**src/rtl/crd_pkg.sv**
```systemverilog
package crd_pkg;

    typedef enum logic [1:0] {
        RX_IDLE  = 2'd0,
        RX_START = 2'd1,
        RX_DATA  = 2'd2,
        RX_STOP  = 2'd3
    } rx_state_e;

    localparam logic [7:0] CHAR_CTRL_X = 8'h18;
    localparam logic [7:0] CHAR_CTRL_Y = 8'h19;
    localparam logic [7:0] CHAR_CTRL_Z = 8'h1A;

    // True when a byte belongs to the trigger set (any mix counts)
    function automatic logic is_trigger_char(input logic [7:0] b);
        return (b == CHAR_CTRL_X) || (b == CHAR_CTRL_Y) || (b == CHAR_CTRL_Z);
    endfunction

endpackage

```
**src/rtl/crd_tick_gen.sv**
```systemverilog
module crd_tick_gen #(
    parameter int TICK_DIV = 651
) (
    input  logic clk,
    input  logic rst,
    output logic tick
);
    localparam int CW = (TICK_DIV > 1) ? $clog2(TICK_DIV) : 1;
    localparam logic [CW-1:0] LAST = CW'(TICK_DIV - 1);

    typedef struct packed {
        logic [CW-1:0] cnt;
        logic          tick;
    } tick_s;

    tick_s tick_d, tick_q;

    always_comb begin
        tick_d      = tick_q;
        tick_d.tick = (tick_q.cnt == LAST);
        if (tick_q.cnt == LAST) begin
            tick_d.cnt = '0;
        end else begin
            tick_d.cnt = tick_q.cnt + 1'b1;
        end
    end

    always_ff @(posedge clk) begin
        if (rst) begin
            tick_q <= '0;
        end else begin
            tick_q <= tick_d;
        end
    end

    assign tick = tick_q.tick;

endmodule

```
**src/rtl/crd_uart_rx.sv**
```systemverilog
module crd_uart_rx
    import crd_pkg::*;
#(
    parameter int OVERSAMPLE  = 16,
    parameter int SYNC_STAGES = 2
) (
    input  logic       clk,
    input  logic       rst,
    input  logic       rx_pin,
    input  logic       tick,
    output logic       byte_vld,
    output logic [7:0] byte_data,
    output logic       frame_err
);
    localparam int OW = $clog2(OVERSAMPLE);
    localparam logic [OW-1:0] MID_TICK  = OW'(OVERSAMPLE / 2 - 1);
    localparam logic [OW-1:0] FULL_TICK = OW'(OVERSAMPLE - 1);

    typedef struct packed {
        logic [SYNC_STAGES-1:0] sync;
        logic                   prev;
        rx_state_e              state;
        logic [OW-1:0]          os_cnt;
        logic [2:0]             bit_idx;
        logic [7:0]             shreg;
        logic [7:0]             data;
        logic                   vld;
        logic                   ferr;
    } rx_s;

    rx_s rx_d, rx_q;
    logic line;

    assign line = rx_q.sync[SYNC_STAGES-1];

    always_comb begin
        rx_d      = rx_q;
        rx_d.vld  = 1'b0;
        rx_d.ferr = 1'b0;
        rx_d.sync = {rx_q.sync[SYNC_STAGES-2:0], rx_pin};
        rx_d.prev = line;

        unique case (rx_q.state)
            RX_IDLE: begin
                if (rx_q.prev && !line) begin
                    rx_d.state  = RX_START;
                    rx_d.os_cnt = '0;
                end
            end
            RX_START: begin
                if (tick) begin
                    if (rx_q.os_cnt == MID_TICK) begin
                        rx_d.os_cnt  = '0;
                        rx_d.bit_idx = '0;
                        rx_d.state   = line ? RX_IDLE : RX_DATA;
                    end else begin
                        rx_d.os_cnt = rx_q.os_cnt + 1'b1;
                    end
                end
            end
            RX_DATA: begin
                if (tick) begin
                    if (rx_q.os_cnt == FULL_TICK) begin
                        rx_d.os_cnt = '0;
                        rx_d.shreg  = {line, rx_q.shreg[7:1]};
                        if (rx_q.bit_idx == 3'd7) begin
                            rx_d.state = RX_STOP;
                        end else begin
                            rx_d.bit_idx = rx_q.bit_idx + 1'b1;
                        end
                    end else begin
                        rx_d.os_cnt = rx_q.os_cnt + 1'b1;
                    end
                end
            end
            RX_STOP: begin
                if (tick) begin
                    if (rx_q.os_cnt == FULL_TICK) begin
                        rx_d.state = RX_IDLE;
                        if (line) begin
                            rx_d.vld  = 1'b1;
                            rx_d.data = rx_q.shreg;
                        end else begin
                            rx_d.ferr = 1'b1;
                        end
                    end else begin
                        rx_d.os_cnt = rx_q.os_cnt + 1'b1;
                    end
                end
            end
            default: rx_d.state = RX_IDLE;
        endcase
    end

    always_ff @(posedge clk) begin
        if (rst) begin
            rx_q         <= '0;
            rx_q.sync    <= '1;
            rx_q.prev    <= 1'b1;
            rx_q.state   <= RX_IDLE;
        end else begin
            rx_q <= rx_d;
        end
    end

    assign byte_vld  = rx_q.vld;
    assign byte_data = rx_q.data;
    assign frame_err = rx_q.ferr;

endmodule

```
**src/rtl/crd_seq_match.sv**
```systemverilog
module crd_seq_match
    import crd_pkg::*;
#(
    parameter int MATCH_LEN    = 3,
    parameter int PULSE_CYCLES = 1024
) (
    input  logic       clk,
    input  logic       rst,
    input  logic       byte_vld,
    input  logic [7:0] byte_data,
    input  logic       frame_err,
    output logic       reset_req
);
    localparam int CW = $clog2(MATCH_LEN + 1);
    localparam int PW = $clog2(PULSE_CYCLES + 1);
    localparam logic [CW-1:0] LAST_MATCH = CW'(MATCH_LEN - 1);
    localparam logic [PW-1:0] PULSE_LOAD = PW'(PULSE_CYCLES);

    typedef struct packed {
        logic [CW-1:0] cnt;
        logic [PW-1:0] pulse;
    } match_s;

    match_s m_d, m_q;

    always_comb begin
        m_d = m_q;
        if (m_q.pulse != '0) begin
            m_d.pulse = m_q.pulse - 1'b1;
        end
        if (frame_err) begin
            m_d.cnt = '0;
        end else if (byte_vld) begin
            if (is_trigger_char(byte_data)) begin
                if (m_q.cnt == LAST_MATCH) begin
                    m_d.cnt = '0;
                    if (m_q.pulse == '0) begin
                        m_d.pulse = PULSE_LOAD;
                    end
                end else begin
                    m_d.cnt = m_q.cnt + 1'b1;
                end
            end else begin
                m_d.cnt = '0;
            end
        end
    end

    always_ff @(posedge clk) begin
        if (rst) begin
            m_q <= '0;
        end else begin
            m_q <= m_d;
        end
    end

    assign reset_req = (m_q.pulse != '0);

endmodule

```
**src/rtl/console_reset_detect.sv**
```systemverilog
module console_reset_detect #(
    parameter int TICK_DIV     = 651,
    parameter int OVERSAMPLE   = 16,
    parameter int SYNC_STAGES  = 2,
    parameter int MATCH_LEN    = 3,
    parameter int PULSE_CYCLES = 1024
) (
    input  logic       clk,
    input  logic       rst,
    input  logic       rx_pin,
    output logic       reset_req,
    output logic       byte_strobe,
    output logic [7:0] byte_value
);
    logic       tick;
    logic       rx_vld;
    logic [7:0] rx_data;
    logic       rx_ferr;

    crd_tick_gen #(
        .TICK_DIV(TICK_DIV)
    ) u_tick (
        .clk  (clk),
        .rst  (rst),
        .tick (tick)
    );

    crd_uart_rx #(
        .OVERSAMPLE (OVERSAMPLE),
        .SYNC_STAGES(SYNC_STAGES)
    ) u_rx (
        .clk      (clk),
        .rst      (rst),
        .rx_pin   (rx_pin),
        .tick     (tick),
        .byte_vld (rx_vld),
        .byte_data(rx_data),
        .frame_err(rx_ferr)
    );

    crd_seq_match #(
        .MATCH_LEN   (MATCH_LEN),
        .PULSE_CYCLES(PULSE_CYCLES)
    ) u_match (
        .clk      (clk),
        .rst      (rst),
        .byte_vld (rx_vld),
        .byte_data(rx_data),
        .frame_err(rx_ferr),
        .reset_req(reset_req)
    );

    assign byte_strobe = rx_vld;
    assign byte_value  = rx_data;

endmodule

```
**config.mk**
```make
export PLATFORM = sky130hd
export DESIGN_NAME = console_reset_detect
export DESIGN_NICKNAME = d
export VERILOG_FILES = /design/src/rtl/crd_pkg.sv /design/src/rtl/crd_tick_gen.sv /design/src/rtl/crd_uart_rx.sv /design/src/rtl/crd_seq_match.sv /design/src/rtl/console_reset_detect.sv
export SDC_FILE = /design/constraint.sdc
export NUM_CORES = 1
export LEC_CHECK = 0
export BUFFER_PORTS_ARGS = -buffer_cell sky130_fd_sc_hd__buf_2
export CAP_MARGIN = 20
export CELL_PAD_IN_SITES_DETAIL_PLACEMENT = 1
export CELL_PAD_IN_SITES_GLOBAL_PLACEMENT = 2
export CORE_MARGIN = 2
export CORE_UTILIZATION = 41
export DETAILED_ROUTE_END_ITERATION = 7
export PLACE_DENSITY_LB_ADDON = 0.1
export SLEW_MARGIN = 10
export SYNTH_ARGS = -nofsm -noshare
export SYNTH_HDL_FRONTEND = slang
export SYNTH_SLANG_ARGS = --single-unit
```
**constraint.sdc**
```tcl
create_clock -name clk -period 3.04 [get_ports clk]
set_input_delay 0.608 -clock clk [delete_from_list [all_inputs] [get_ports clk]]
set_output_delay 0.608 -clock clk [all_outputs]
set_load 0.02 [all_outputs]
```
=== After elaboration in Yosys (flattened, before gate mapping) ===
Cells that the tools add are included.

* Flip-flop bits (word level): 54
* Input port bits: 3
* Word-level logic and storage cells: 85
* Output and inout bits: 10

* Mux-type cells: 27
* Equal/unequal tests: 21
* Bitwise operators: 3
* $add $sub $neg: 5
* Reduce and logical (&&, ||, !) cells: 16

{| class="wikitable"
|+ Operator list
! kind !! number
|-
| 11-bit two-way mux || 7
|-
| 8-bit by 5-bit == test with 1-bit output (second input constant) || 3
|-
| 6-bit one-hot mux with 4 select lines || 1
|-
| 17-bit two-way mux || 1
|-
| 2-bit two-way mux || 7
|-
| 4-bit two-way mux || 3
|-
| 6-bit two-way mux || 2
|-
| 11-bit logical NOT || 1
|-
| 11-bit nonzero test || 1
|-
| 11-bit by 1-bit subtractor with 11-bit output (second input constant) || 1
|-
| 10-bit by 1-bit adder with 10-bit output (second input constant) || 1
|-
| 10-bit == test (second input constant) || 1
|-
| 2-bit by 1-bit != test with 1-bit output (second input constant) || 5
|-
| 2-bit != test (second input constant) || 5
|-
| 9-bit two-way mux || 1
|-
| 8-bit AND reduction || 1
|-
| 2-bit == test (second input constant) || 3
|-
| 3-bit two-way mux || 2
|-
| 3-bit one-hot mux with 2 select lines || 1
|-
| 6-bit AND reduction || 1
|-
| 5-bit AND reduction || 1
|-
| 4-bit by 1-bit adder with 4-bit output (second input constant) || 1
|-
| 4-bit by 3-bit == test with 1-bit output (second input constant) || 1
|-
| 4-bit == test (second input constant) || 1
|-
| 15 further kinds || 20
|}

=== Longest topological paths before layout ===
* Word-level depth: 7
* Depth in mapped cells: 8
* Gate-level depth less buffers: 8

=== By module ===
Synthesis repeated with hierarchy kept, for this count alone.

* Cell total of the unflattened synthesis: 273
* Area, all modules: 2557.5 um^2

{| class="wikitable"
|+ By module, submodules not included
! module !! area an instance (um^2) !! seq. area each (um^2) !! times used !! cells each
|-
| crd_uart_rx || 1330.0 || 600.6 || 1 || 139
|-
| crd_seq_match || 733.2 || 260.2 || 1 || 82
|-
| crd_tick_gen || 494.2 || 220.2 || 1 || 52
|}

=== Least setup slack after synthesis ===
No wires, ideal clock.

* Path kind: register to output
* Start: register u_match.m_q[4] in the netlist's numbering
* End: output port reset_req
* Data required time: 2432 ps
* Buffers on the path: 0
* Slack: 951 ps
* Cell stages (with the launch flop): 4
* Arrival: 1481 ps
* Cells stage by stage: dfxtp_1 or4_4 nor4b_2 inv_2

* Cells in the longest elaborated chain, start to end: 1

{| class="wikitable"
|+ Ends and longest elaborated chain
! what !! RTL line !! text
|-
| start: declaration || crd_seq_match.sv:24 || <nowiki>match_s m_d, m_q;</nowiki>
|-
| start signal: assignment || crd_seq_match.sv:53 || <nowiki>m_q <= m_d;</nowiki>
|-
| 11-bit nonzero test || crd_seq_match.sv:57 || <nowiki>assign reset_req = (m_q.pulse != '0);</nowiki>
|-
| end: declaration || console_reset_detect.sv:11 || <nowiki>output logic reset_req,</nowiki>
|}

Every way passes these cells.

=== Final worst setup path ===
* Start: register u_match.m_q[0] in the netlist's numbering
* End: output port reset_req

The elaborated chain is that of the path after synthesis.

==> reports/qor.yml <==
worst_setup_path:
  crit_slowest_cell: "nor4b_4"
  path_max_fanout: 8
  crit_type: "reg2out"
  worst_setup_path_start_kind: "register"
  cpPeakStageDelay_ps: 450
  cp_data_required_time_ps: 2430
  cp.arrival_ps: 2070
  end_kind: "output pin"
  path_cells: "inv_1 > ha_1 > nor4b_1 > nor4b_4 > inv_2 > buf_2"
global_routing:
  grt_pass1_vias: 1770
  grt_max_degree: 44
  overflow: 0
  antenna_found_initial: 0
  grtUsageTotal: 0.154
  grt_pass1_wl_um: 8040
cells_and_area:
  syn_to_final_growth_pct: 7.46
  fin_nets: 274
  fin_util: 0.449
  antennaDiodeCount: 0
  drive_above_1_share: 0.137
  final_area_um2: 2610
clock_tree:
  clockBufferDepth: 2
  cts.sinks: 54
  cts-root-buf: "clkbuf_8"
  cts_resized: 0
  numCtsBuffers: 5
  cts_hold_buf: 0
  cts_tree: "built"
  post_cts_buffers: 0
  htreeDepth: 2
  clk_latency_ps: 300
  path_clk_slew_ps: 90
placement:
  dp_hpwl_um: 3200
  placed_cell_area_um2: 2490
  gp_congestion: 0.729
  port_buffers: 12
  place_ws_ps: 534
synthesis:
  synth_top_area_share: 0.445
  synth-seq-cells: 54
  synth_edf_count: 0
  synth.yosys.seq_area_share: 0.445
  netlist_area_um2: 2430
  synth_top_area_cell: "dfxtp_1"
  yosysWarnings: 0
  synthTopCellsByArea: "dfxtp_1 44%, mux2i_1 8.6%, nor2_1 6.6%"
  syn_area_per_cell_um2: 9.31
  synth_common_cells: "54 x dfxtp_1, 43 x nor2_1, 21 x mux2i_1, 14 x nand2_1, 9 x clkbuf_1"
  yosys_most_used_dff: "dfxtp_1"
  syn_inst: 261
  post-synth-top-count-cell: "dfxtp_1"
  synth_cell_types: 50
  async_reset_ff_frac: 0
  synth_nets: 272
route:
  drtPass1Iterations: 4
  via_count: 1775
  drc_errors: 0
  wirelength_um: 4520
  first_iter_violations: 56
  wl_per_cell_um: 13.4
  ant_nets: 0
  viasPerCell: 5.25
die:
  die_y_um: 81.0
  core_area_um2: 5820
  boundaryPins: 13
  start_util: 0.418
  die_width_um: 81.0
  rows: 28
  dieArea_um2: 6560
timing:
  skew_ps: 10.0
  drv_slew: 0
  fin_setup_tns_ps: 0
  grt_setup_unrepaired: "no"
  fin_crit_ps: 2670
  setup_viol: 0
  worst_slew_pin_slew_ps: 803
  hold_viol: 0
  slew_headroom: 0.462
  clock.fmax_mhz: 374
  layout_setup_ws_ps: 365
  finalCritPeriodShare: 0.880
status:
  outcome: "complete, no violations"
power_and_ir_drop:
  power.density_nw_per_um2: 644
  p_leak_uw: 0.000900
  fin_total_pwr_uw: 1680
  peakVddDrop_v: 0.000261
min_path:
  min_path_type: "reg2reg"
run:
  max-cap-violations: 0
[cell families (layout without fill, tap and decap cells)]
family,Yosys count,in the layout,share of synthesized area
AO/OA/AOI/OAI,26,26,0.0772
XOR/XNOR,10,10,0.0360
adder cells (fa/ha/maj),8,8,0.0412
buffers and inverters,25,27,0.0510
flip-flops,54,54,0.445
multiplexers,21,21,0.0865
AND/OR/NAND/NOR,117,117,0.264
[flip-flops by register name, indices dropped and copies added (netlist names)]
signal and flops:
u_match.m_q 13, u_rx.byte_data 8, u_rx.byte_vld 1, u_rx.frame_err 1, u_rx.line 1, u_rx.rx_d 1
u_rx.rx_q 18, u_tick.tick 1, u_tick.tick_q 10
[power by group]
group	leakage, uW	switching [uW]	internal [uW]	total, uW
clock network	0.0000573	217	264	481
logic	0.000405	199	174	373
registers	0.000438	62.4	767	829
[metal layers]
metal | up-vias | share of wire | GRT usage
met4 | 0 | 0.0060 | 0.0407
li1 | 913 | - | -
met3 | 2 | 0.028 | 0.0344
met2 | 19 | 0.47 | 0.250
met5 | - | 0 | 0
met1 | 841 | 0.50 | 0.206
[worst max-delay path, delay by kind of cell (launching register included)]
family | cells | cell delay [ps]
buffers and inverters | 3 | 440
flip-flops | 1 | 330
adder cells (fa/ha/maj) | 1 | 150
AND/OR/NAND/NOR | 2 | 860
[area by class of cell]
cell class | count | area, um^2
Timing Repair Buffer | 12 | 60.1
Clock inverter | 1 | 30.0
Multi-Input combinational cell | 182 | 1230
Sequential cell | 54 | 1080
Inverter | 8 | 30.0
Clock buffer | 6 | 82.6
Fill cell | 700 | 3200
Tap cell | 75 | 93.8
[cell usage in the layout, fill, tap and decap left out, types with 6 or more instances in the layout]
cell      instances
nor3_1            8
inv_1             7
a21oi_1           7
xnor2_1           8
ha_1              8
nor2_1           43
clkbuf_8          6
dfxtp_1          54
buf_2            12
nand2_1          14
mux2i_1          21
nand3_1           6
[through the flow]
step,std cells,hold slack (ps)
after floorplan,261,389
after global placement,331,405
after detailed placement,331,420
after CTS,338,442
after global routing,338,465
final,338,436
[worst paths after layout]
kind / startpoint / to / slack (ps) / depth (start not counted)
setup / recovery: u_match.m_q[0]$_SDFF_PP0_ / reset_req / 370 / 6
hold / removal: u_rx.rx_d[29]$_SDFF_PP1_ / u_rx.line$_SDFF_PP1_ / 440 / 1
setup reg to reg: u_match.m_q[0]$_SDFF_PP0_ / u_match.m_q[0]$_SDFF_PP0_ / 900 / 7
hold reg to reg: u_rx.rx_d[29]$_SDFF_PP1_ / u_rx.line$_SDFF_PP1_ / 440 / 1
Note: power is estimated with default switching activity, not from simulation.
